[src/rtl/booth_pkg.sv]
// Shared types and elaboration-time helpers for the radix-4 Booth multiplier.
// Assumes: row counts passed to the helpers are at least 1.
package booth_pkg;

    // One recoded radix-4 digit: magnitude select and sign.
    typedef struct packed {
        logic neg;  // digit is negative: invert the selected multiple
        logic one;  // magnitude 1: select the multiplicand
        logic two;  // magnitude 2: select the multiplicand shifted left once
    } booth_digit_t;

    // Rows left after one tree level: each group of four becomes two rows,
    // a remainder of three is squeezed to two, and a remainder of one or two passes.
    function automatic int next_rows(input int r);
        return 2 * (r / 4) + (((r % 4) == 3) ? 2 : (r % 4));
    endfunction

    // Number of compressor levels needed to reach two rows.
    function automatic int tree_levels(input int r);
        int n = 0;
        int x = r;
        while (x > 2) begin
            x = next_rows(x);
            n++;
        end
        return n;
    endfunction

    // Row count present at the input of a given level.
    function automatic int rows_at(input int r, input int lvl);
        int x = r;
        for (int i = 0; i < lvl; i++) begin
            x = next_rows(x);
        end
        return x;
    endfunction

endpackage

[src/rtl/booth_recode.sv]
// Radix-4 Booth recoder for one overlapping three-bit window of the multiplier.
// Assumes: grp[0] is the lower neighbour bit (0 for the first window).
module booth_recode
    import booth_pkg::*;
(
    input  logic [2:0]   grp,
    output booth_digit_t dig
);

    // Decode the window into sign and magnitude selects.
    always_comb begin
        dig.one = grp[1] ^ grp[0];
        dig.two = (grp[2] & ~grp[1] & ~grp[0]) | (~grp[2] & grp[1] & grp[0]);
        dig.neg = grp[2] & ~(grp[1] & grp[0]);
    end

endmodule

[src/rtl/booth_pp_row.sv]
// Forms one partial-product row from the multiplicand and a recoded digit.
// The row carries an inverted sign bit at its top and is placed at offset 2*IDX.
// The +1 owed by a negated row is NOT added here; the top level collects it.
// Assumes: TW is wide enough to hold the unshifted row (TW >= W+2).
module booth_pp_row
    import booth_pkg::*;
#(
    parameter int W   = 16,
    parameter int TW  = 2 * W + 1,
    parameter int IDX = 0
) (
    input  logic [W-1:0]  a,
    input  booth_digit_t  dig,
    output logic [TW-1:0] row
);

    localparam int PW = W + 2;

    logic [PW-1:0]    mag;
    logic [PW-1:0]    sel;
    logic [PW-1:0]    flagged;
    logic [TW+PW-1:0] placed;

    // Pick 0, A or 2A, sign-extended to the row width.
    always_comb begin
        if (dig.one) begin
            mag = {{2{a[W-1]}}, a};
        end else if (dig.two) begin
            mag = {a[W-1], a, 1'b0};
        end else begin
            mag = '0;
        end
    end

    // Invert for negative digits, replace the sign bit by its complement, then place.
    always_comb begin
        sel     = dig.neg ? ~mag : mag;
        flagged = {~sel[PW-1], sel[PW-2:0]};
        placed  = {{TW{1'b0}}, flagged} << (2 * IDX);
        row     = placed[TW-1:0];
    end

endmodule

[src/rtl/booth_csa32.sv]
// Vector 3:2 carry-save adder: three rows in, sum row and shifted carry row out.
// Assumes: the carry leaving the top bit is discarded (modular arithmetic).
module booth_csa32 #(
    parameter int TW = 33
) (
    input  logic [TW-1:0] x,
    input  logic [TW-1:0] y,
    input  logic [TW-1:0] z,
    output logic [TW-1:0] sum,
    output logic [TW-1:0] carry
);

    logic [TW-1:0] maj;

    // Bitwise full add, with the majority bits moved up one position.
    always_comb begin
        sum   = x ^ y ^ z;
        maj   = (x & y) | (x & z) | (y & z);
        carry = {maj[TW-2:0], 1'b0};
    end

endmodule

[src/rtl/booth_csa42.sv]
// Vector 4:2 compressor built from two chained 3:2 stages.
// Assumes: modular arithmetic over TW bits.
module booth_csa42 #(
    parameter int TW = 33
) (
    input  logic [TW-1:0] r0,
    input  logic [TW-1:0] r1,
    input  logic [TW-1:0] r2,
    input  logic [TW-1:0] r3,
    output logic [TW-1:0] sum,
    output logic [TW-1:0] carry
);

    logic [TW-1:0] s_mid;
    logic [TW-1:0] c_mid;

    booth_csa32 #(.TW(TW)) u_first (
        .x(r0), .y(r1), .z(r2), .sum(s_mid), .carry(c_mid)
    );

    booth_csa32 #(.TW(TW)) u_second (
        .x(s_mid), .y(c_mid), .z(r3), .sum(sum), .carry(carry)
    );

endmodule

[src/rtl/booth_ctree.sv]
// Carry-save reduction tree: ROWS rows down to one sum and one carry row.
// Each level groups rows by four into 4:2 compressors; a leftover group of three
// goes through a 3:2 stage and leftovers of one or two pass straight through.
// Assumes: ROWS >= 2.
module booth_ctree
    import booth_pkg::*;
#(
    parameter int TW   = 33,
    parameter int ROWS = 11
) (
    input  logic [TW-1:0] rows_in [ROWS],
    output logic [TW-1:0] sum,
    output logic [TW-1:0] carry
);

    localparam int LEVELS = tree_levels(ROWS);

    logic [TW-1:0] lv [LEVELS+1][ROWS];

    for (genvar r = 0; r < ROWS; r++) begin : g_in
        assign lv[0][r] = rows_in[r];
    end

    for (genvar l = 0; l < LEVELS; l++) begin : g_lvl
        localparam int RIN  = rows_at(ROWS, l);
        localparam int ROUT = rows_at(ROWS, l + 1);
        localparam int NQ   = RIN / 4;
        localparam int REM  = RIN % 4;

        for (genvar q = 0; q < NQ; q++) begin : g_quad
            booth_csa42 #(.TW(TW)) u_c42 (
                .r0   (lv[l][4*q]),
                .r1   (lv[l][4*q+1]),
                .r2   (lv[l][4*q+2]),
                .r3   (lv[l][4*q+3]),
                .sum  (lv[l+1][2*q]),
                .carry(lv[l+1][2*q+1])
            );
        end

        if (REM == 3) begin : g_rem3
            booth_csa32 #(.TW(TW)) u_c32 (
                .x    (lv[l][4*NQ]),
                .y    (lv[l][4*NQ+1]),
                .z    (lv[l][4*NQ+2]),
                .sum  (lv[l+1][2*NQ]),
                .carry(lv[l+1][2*NQ+1])
            );
        end else begin : g_pass
            for (genvar p = 0; p < REM; p++) begin : g_p
                assign lv[l+1][2*NQ+p] = lv[l][4*NQ+p];
            end
        end

        for (genvar z = ROUT; z < ROWS; z++) begin : g_zero
            assign lv[l+1][z] = '0;
        end
    end

    assign sum   = lv[LEVELS][0];
    assign carry = lv[LEVELS][1];

endmodule

[src/rtl/booth_ripple_add.sv]
// Carry-chain adder of N bits built from a row of full-add cells.
// Assumes: carry-in is 0 and the carry out of the top bit is dropped.
module booth_ripple_add #(
    parameter int N = 33
) (
    input  logic [N-1:0] x,
    input  logic [N-1:0] y,
    output logic [N-1:0] s
);

    logic [N-1:0] c;

    assign c[0] = 1'b0;

    for (genvar i = 0; i < N; i++) begin : g_cell
        assign s[i] = x[i] ^ y[i] ^ c[i];
        if (i < N - 1) begin : g_cy
            assign c[i+1] = (x[i] & y[i]) | (x[i] & c[i]) | (y[i] & c[i]);
        end
    end

endmodule

[src/rtl/booth_mul_pipe.sv]
// Two-stage pipelined signed multiplier using radix-4 Booth recoding.
// Stage 1: recode, form W/2+1 rows plus a negation-correction row and a sign
// constant row, compress to sum/carry, and register them.
// Stage 2: resolve sum/carry with a ripple adder and register the product.
// Assumes: W is even and at least 4; operands are two's complement; no stall.
module booth_mul_pipe
    import booth_pkg::*;
#(
    parameter int W = 16
) (
    input  logic           clk,
    input  logic           rst_n,
    input  logic           in_valid,
    input  logic [W-1:0]   a_in,
    input  logic [W-1:0]   b_in,
    output logic           out_valid,
    output logic [2*W-1:0] product
);

    localparam int NPP  = W / 2 + 1;
    localparam int PW   = W + 2;
    localparam int TW   = 2 * W + 1;
    localparam int ROWS = NPP + 2;
    localparam int BEW  = W + 3;

    // Constant that cancels the complemented-sign offset of every row.
    function automatic logic [TW-1:0] sign_const();
        logic [TW-1:0] k = '0;
        for (int i = 0; i < NPP; i++) begin
            if (PW - 1 + 2 * i < TW) begin
                k = k - (TW'(1) << (PW - 1 + 2 * i));
            end
        end
        return k;
    endfunction

    localparam logic [TW-1:0] SIGN_K = sign_const();

    logic [BEW-1:0]  b_ext;
    booth_digit_t    dig [NPP];
    logic [TW-1:0]   rows [ROWS];
    logic [TW-1:0]   neg_row;
    logic [TW-1:0]   t_sum;
    logic [TW-1:0]   t_carry;
    logic            s1_valid;
    logic [TW-1:0]   s1_sum;
    logic [TW-1:0]   s1_carry;
    logic [TW-1:0]   fsum;

    assign b_ext = {b_in[W-1], b_in[W-1], b_in, 1'b0};

    for (genvar i = 0; i < NPP; i++) begin : g_pp
        booth_recode u_rec (
            .grp(b_ext[2*i+2 : 2*i]),
            .dig(dig[i])
        );
        booth_pp_row #(.W(W), .TW(TW), .IDX(i)) u_row (
            .a  (a_in),
            .dig(dig[i]),
            .row(rows[i])
        );
    end

    // Gather the +1 corrections of negated rows at each row's lowest position.
    always_comb begin
        neg_row = '0;
        for (int i = 0; i < NPP; i++) begin
            neg_row[2*i] = dig[i].neg;
        end
    end

    assign rows[NPP]     = neg_row;
    assign rows[NPP + 1] = SIGN_K;

    booth_ctree #(.TW(TW), .ROWS(ROWS)) u_tree (
        .rows_in(rows),
        .sum    (t_sum),
        .carry  (t_carry)
    );

    // Stage 1 register: capture the carry-save pair only for valid inputs.
    always_ff @(posedge clk) begin
        if (!rst_n) begin
            s1_valid <= 1'b0;
            s1_sum   <= '0;
            s1_carry <= '0;
        end else begin
            s1_valid <= in_valid;
            if (in_valid) begin
                s1_sum   <= t_sum;
                s1_carry <= t_carry;
            end
        end
    end

    booth_ripple_add #(.N(TW)) u_add (
        .x(s1_sum),
        .y(s1_carry),
        .s(fsum)
    );

    // Stage 2 register: load the resolved product when stage 1 holds a result.
    always_ff @(posedge clk) begin
        if (!rst_n) begin
            out_valid <= 1'b0;
            product   <= '0;
        end else begin
            out_valid <= s1_valid;
            if (s1_valid) begin
                product <= fsum[2*W-1:0];
            end
        end
    end

endmodule

[config.mk]
export PLATFORM = sky130hd
export DESIGN_NAME = booth_mul_pipe
export DESIGN_NICKNAME = d
export VERILOG_FILES = /design/src/rtl/booth_pkg.sv /design/src/rtl/booth_recode.sv /design/src/rtl/booth_pp_row.sv /design/src/rtl/booth_csa32.sv /design/src/rtl/booth_csa42.sv /design/src/rtl/booth_ctree.sv /design/src/rtl/booth_ripple_add.sv /design/src/rtl/booth_mul_pipe.sv
export SDC_FILE = /design/constraint.sdc
export NUM_CORES = 1
export LEC_CHECK = 0
export ABC_AREA = 1
export BUFFER_PORTS_ARGS = -buffer_cell sky130_fd_sc_hd__buf_2
export CELL_PAD_IN_SITES_DETAIL_PLACEMENT = 1
export CELL_PAD_IN_SITES_GLOBAL_PLACEMENT = 2
export CORE_MARGIN = 1
export CORE_UTILIZATION = 39
export CTS_BUF_LIST = sky130_fd_sc_hd__clkbuf_8
export DETAILED_ROUTE_END_ITERATION = 10
export PLACE_DENSITY_LB_ADDON = 0.1
export REMOVE_ABC_BUFFERS = 1
export SETUP_SLACK_MARGIN = 0.1
export SLEW_MARGIN = 10
export SYNTH_ARGS = -nofsm -noshare
export SYNTH_HDL_FRONTEND = slang
export SYNTH_SLANG_ARGS = --single-unit
[constraint.sdc]
create_clock -name clk -period 25.3 [get_ports clk]
set_input_delay 0 -clock clk [delete_from_list [all_inputs] [get_ports clk]]
set_output_delay 0 -clock clk [all_outputs]
set_load 0.01 [all_outputs]
==> impl_metrics.json, run 1 <==
{
  "die_area_um2": 29490,
  "timing.fmax_mhz": 88.63,
  "cp.arrival_ns": 11.65,
  "clkLatencyLatePin_ns": 0.40,
  "dieWidth_um": 171.7,
  "hold_class": "input pin to flop",
  "multi_input_area_um2": 8068,
  "grt_first_pass_wirelength_um": 53850,
  "first_global_vias": 10070,
  "drive_above_1_share_pct": 7.483,
  "comb_power_share_pct": 72.2,
  "power.density_nw_per_um2": 97.20,
  "num_antenna_cells": 0,
  "critical_path.startpoint": "s1_sum[2]$_SDFFE_PN0P_",
  "syn_to_final_growth_pct": 3.898,
  "die_h_um": 171.7,
  "min_period_over_period_pct": 44.60,
  "netlist_area_um2": 11230,
  "layout.nets": 1857,
  "internal_power_uw": 575.9,
  "clockBufferDepth": 2,
  "fin_util_pct": 41.55,
  "yosys-top-cells-count": "nand2_1, o21ai_0, nor2_1",
  "cp_slowest_cell": "fa_1",
  "critPathMaxFanout": 2,
  "yosys.area.top_type": "fa_1",
  "seqPwrFrac_pct": 18.1,
  "antenna_found_initial": 0,
  "layout_min_cycle_time_ns": 11.28,
  "start_kind": "flop",
  "seq_area_frac_synth_pct": 16.57,
  "synth.most_common_cell": "nand2_1",
  "skew_ns": 0.01904,
  "crit_buf_inv": 2,
  "vias": 10250,
  "slowest_delay_ns": 0.41,
  "ctsHoldBuffers": 0,
  "setup_tns_ns": 0,
  "antenna_left": 0,
  "grt_overflow": 0,
  "core_um2": 28090,
  "grt_usage_pct": 23.55,
  "rsz0062_at_grt": "no",
  "cts_setup_buffers": 0,
  "hold_violations": 0,
  "worstPathRequired_ns": 25.66,
  "cts_made_buffers": 9,
  "clk_pin_slew_ns": 0.11,
  "drt_pass1_iterations": 6,
  "tightest_slew_ns": 1.063,
  "status": "finished clean",
  "fillers": 3715,
  "num_rows": 61,
  "clkPwrFrac_pct": 9.6,
  "wl_per_cell_um": 16.41,
  "power.total_mw": 1.134,
  "fin_hold_ws_ns": 0.1872,
  "cts_tree": "yes",
  "crit_family": "adder cells",
  "switching_power_uw": 558.6,
  "synth_edf_count": 0,
  "gp_congestion": 0.7863,
  "r2r-start": "s1_sum[2]$_SDFFE_PN0P_",
  "max-cap-violations": 0,
  "synth-seq-cells": 93,
  "avgSynthCellArea_um2": 6.858,
  "register_area_um2": 1862,
  "final_max_slew_viol_count": 0,
  "synth_warnings": 0,
  "crit_path_end_kind": "flop",
  "syn_inst": 1638,
  "ir_drop_uv": 52.88,
  "cts-root-buf": "clkbuf_8",
  "first_iter_violations": 591,
  "setup_viol": 0,
  "io_pins": 68,
  "port-buffer-count": 67,
  "synthDistinctLibCells": 27,
  "grt_max_degree": 93,
  "leakage_nw": 6.177,
  "slew-limit-headroom_pct": 29.04,
  "cts-resized-gates": 0,
  "viasPerCell": 5.136,
  "start_util_pct": 39.99,
  "drcViolationCount": 0,
  "synth_flop_cell": "dfxtp_1",
  "yosys.area.top_type_share_pct": 20.85,
  "hp-start": "in_valid",
  "dp_hpwl_um": 25060,
  "cts.sink_count": 93,
  "crit_type": "flop to flop",
  "synth_area_leaders": "fa_1, dfxtp_1, nand2_1",
  "path_common_cell": "fa_1",
  "async_reset_ff_share_pct": 0,
  "totalWireLength_um": 32740,
  "cts_max_level": 3,
  "p_sw_share_pct": 49.24
}
per-layer routing:
layer	global-route usage, %	routed length, um
met1	31.20	15150
met2	39.80	15870
met3	2.830	942
met4	7.298	779
met5	0	0
path summary, 6_finish.rpt:
check	slack (ns)	cells after the start	to
max	14.02	34	product[31]$_SDFFE_PN0P_
min	0.19	4	s1_valid$_SDFF_PN0_
max reg2reg	14.02	34	product[31]$_SDFFE_PN0P_
min reg2reg	0.49	2	s1_carry[31]$_SDFFE_PN0P_
flip-flops by register name, summed over array words and instances, names as in the netlist:
| register | cells |
|---|---|
| out_valid | 1 |
| product | 32 |
| s1_carry | 27 |
| s1_sum | 32 |
| s1_valid | 1 |
worst reg2reg max path: cells and delay by family, from the launching register on:
family,cells,cell delay (ns)
adders and majority gates,29,10.61
buffers and inverters,2,0.11
DFF,1,0.32
and+or+nand+nor,3,0.20
placed cells by master (no fill, tap or decap), drive strengths merged:
cell,instances
bufinv,1
a21oi,9
o21ai,207
ha,93
dfxtp,93
a21boi,1
o211ai,10
buf,75
nand2,484
xnor2,3
nor2,189
nor3,3
xor2,5
nand3,137
clkbuf,9
fa,117
inv,177
clkinv,4
per-stage QoR:
| stage | cell area, um^2 | worst slack [ns] | instances |
|---|---|---|---|
| floorplan | 10590 | 14.48 | 1526 |
| global placement | 11450 | 14.09 | 1979 |
| detailed placement | 11450 | 13.92 | 1979 |
| CTS | 11670 | 13.91 | 1995 |
| global route | 11670 | 13.58 | 1995 |
| finish | 11670 | 14.02 | 1995 |
power groups by stage:
stage / combinational [mW] / sequential [mW] / clock (mW)
after detailed placement: 0.836 / 0.210 / 0
final: 0.819 / 0.206 / 0.109
after floorplan: 0.585 / 0.208 / 0
after global routing: 0.987 / 0.211 / 0.119
after global placement: 0.818 / 0.208 / 0
after CTS: 0.853 / 0.207 / 0.114
logic make-up after synthesis:
logic type,after synthesis,share of synthesized area (%)
simple gates,813,29.63
buf+inv,287,11.61
compound gates,227,10.36
fa+ha+maj,210,31.21
flops,93,16.57
xor+xnor,8,0.6238
area by class of cell:
type / instances / area share (%)
multi-input combinational: 1258 / 69.13
clock inverter: 7 / 0.7933
timing repair buffer: 75 / 3.388
sequential: 93 / 15.95
inverter: 175 / 5.628
tap: 378 / 4.052
clock buffer: 9 / 1.061
No activity file was read; power rests on OpenSTA's default activity.
==> inputs of run 2 (changes only) <==
--- a/config.mk
+++ b/config.mk
@@ -10,7 +10,7 @@
 export CELL_PAD_IN_SITES_DETAIL_PLACEMENT = 1
 export CELL_PAD_IN_SITES_GLOBAL_PLACEMENT = 2
 export CORE_MARGIN = 1
-export CORE_UTILIZATION = 39
+export CORE_UTILIZATION = 36
 export CTS_BUF_LIST = sky130_fd_sc_hd__clkbuf_8
 export DETAILED_ROUTE_END_ITERATION = 10
 export PLACE_DENSITY_LB_ADDON = 0.1
==> constraint.sdc (replaced) <==
create_clock -name clk -period 11.25 [get_ports clk]
set_input_delay 0 -clock clk [delete_from_list [all_inputs] [get_ports clk]]
set_output_delay 0 -clock clk [all_outputs]
set_load 0.01 [all_outputs]
==> run 2 against run 1 <==
Final cell count increased by 0.85%. Worst setup slack worse by 14 ns. Critical path depth is the same. Global-route usage down 1.6 points. Utilization shrank 3.4 points. Routed wire length rose by 3.1%. Maximum frequency is 5.0% higher. Power grew 130%. Sequential share of layout area is 0.056 points lower. Via count about the same. Critical path type unchanged.
==> impl_metrics.json, run 2 (synthesis gave the netlist of run 1 again) <==
{
  "internal_power_mw": 1.305,
  "tightest_slew_ns": 1.061,
  "start_kind": "flop",
  "layout_min_cycle_time_ns": 10.75,
  "p_sw_share_pct": 49.48,
  "dp_hpwl_um": 25900,
  "crit_family": "adder cells",
  "critPathMaxFanout": 2,
  "leakage_nw": 6.148,
  "vias": 10240,
  "hold_violations": 0,
  "rr_worst_depth": 34,
  "cts_tree": "yes",
  "power.density_nw_per_um2": 220.6,
  "place_ws_ns": -0.1232,
  "cts-root-buf": "clkbuf_8",
  "num_rows": 64,
  "postLayoutSetupSlackWorst_ns": 0.5010,
  "port-buffer-count": 67,
  "clkLatencyLatePin_ns": 0.40,
  "grt_usage_pct": 21.98,
  "status": "finished clean",
  "antenna_left": 0,
  "crit_buf_inv": 2,
  "antenna_found_initial": 0,
  "hold_class": "input pin to flop",
  "fin_util_pct": 38.19,
  "path_common_cell": "fa_1",
  "worstPathRequired_ns": 11.61,
  "drcViolationCount": 0,
  "die_h_um": 178.6,
  "cts.sink_count": 93,
  "min_period_over_period_pct": 95.55,
  "seqPwrFrac_pct": 18.0,
  "crit_type": "flop to flop",
  "switching_power_mw": 1.278,
  "cts_made_buffers": 9,
  "clk_pin_slew_ns": 0.12,
  "slew-limit-headroom_pct": 29.25,
  "clockBufferDepth": 2,
  "num_antenna_cells": 0,
  "clkPwrFrac_pct": 9.5,
  "final_max_slew_viol_count": 0,
  "grt_first_pass_wirelength_um": 54290,
  "setup_viol": 0,
  "ir_drop_uv": 102.6,
  "cp.depth": 34,
  "max-cap-violations": 0,
  "slowest_delay_ns": 0.41,
  "totalWireLength_um": 33770,
  "rsz0062_at_grt": "no",
  "io_pins": 68,
  "gp_congestion": 0.7844,
  "power.total_mw": 2.583,
  "layout_common_cells": "nand2_1, o21ai_0, nor2_1",
  "timing.fmax_mhz": 93.03,
  "grt_overflow": 0,
  "drive_above_1_share_pct": 8.106,
  "crit_path_end_kind": "flop",
  "cts_setup_buffers": 0,
  "core_um2": 30670,
  "top_regs": "product: 32 flops, s1_sum: 32 flops, s1_carry: 27 flops",
  "syn_to_final_growth_pct": 4.266,
  "comb_power_share_pct": 72.5,
  "die_area_um2": 31910,
  "hold_depth": 4,
  "layout.nets": 1856,
  "grt_max_degree": 93,
  "drt_pass1_iterations": 5,
  "ctsHoldBuffers": 0,
  "first_global_vias": 9854,
  "start_util_pct": 36.63,
  "first_iter_violations": 417,
  "cp.arrival_ns": 11.11,
  "cts_max_level": 3,
  "viasPerCell": 5.088,
  "skew_ns": 0.02833,
  "mostFrequentLayoutCell": "nand2_1",
  "cp_slowest_cell": "fa_1",
  "dieWidth_um": 178.6,
  "wl_per_cell_um": 16.78
}
run 2: changes by cell type in the layout (fill, tap and decap cells not counted), sizes merged:
cell and delta:
clkinv -2, buf -1, clkinvlp +1, inv +1
run 2: tightest hold or removal path: stages:
cell	delay (ns)
buf_2	0.10
buf_4	0.26
nand2_1	0.12
inv_1	0.04
run 2: power groups by stage:
stage / clock (mW) / combinational [mW] / sequential [mW]
after detailed placement: 0 / 1.90 / 0.472
after CTS: 0.257 / 1.94 / 0.465
final: 0.246 / 1.87 / 0.465
after global placement: 0 / 1.87 / 0.468
after global routing: 0.268 / 2.26 / 0.476
after floorplan: 0 / 1.32 / 0.467
run 2: stage by stage:
stage	std cells	hold WS (ns)	cell area (um^2)	setup TNS, ns
floorplan	1526	0.09345	10590	0
global placement	1996	0.3922	11470	0
detailed placement	1996	0.4007	11470	-0.2325
CTS	2012	0.1669	11700	0
global route	2012	0.2271	11710	0
finish	2012	0.2024	11710	0
run 2: routing by layer:
layer	GRT usage (%)	routed length [um]	vias up	part of all wire [%]
li1	-	-	5072	-
met1	29.37	15930	5002	47
met4	5.085	461	0	1.4
met3	2.217	922	27	2.7
met2	37.89	16450	137	49
met5	0	0	-	0
run 2: layout make-up:
cell class                 count  area [um^2]
fill                        3978        18960
clock inverter                 7        91.34
clock buffer                   9        123.9
multi-input combinational   1258         8095
tap                          396        495.5
inverter                     175        656.9
sequential                    93         1862
timing repair buffer          74        387.9
run 2: repair_timing:
action / CTS / global route
pin swaps: 0 / 0
endpoints found under the setup margin: 2 / 2
gates resized for setup: 5 / 6
run 2: path summary, 6_finish.rpt:
| path | from | to | slack [ns] |
|---|---|---|---|
| setup reg to reg | s1_sum[2]$_SDFFE_PN0P_ | product[31]$_SDFFE_PN0P_ | 0.50 |
| hold reg to reg | s1_carry[31]$_SDFFE_PN0P_ | s1_carry[31]$_SDFFE_PN0P_ | 0.49 |
| setup / recovery | s1_sum[2]$_SDFFE_PN0P_ | product[31]$_SDFFE_PN0P_ | 0.50 |
| hold / removal | in_valid | s1_valid$_SDFF_PN0_ | 0.20 |
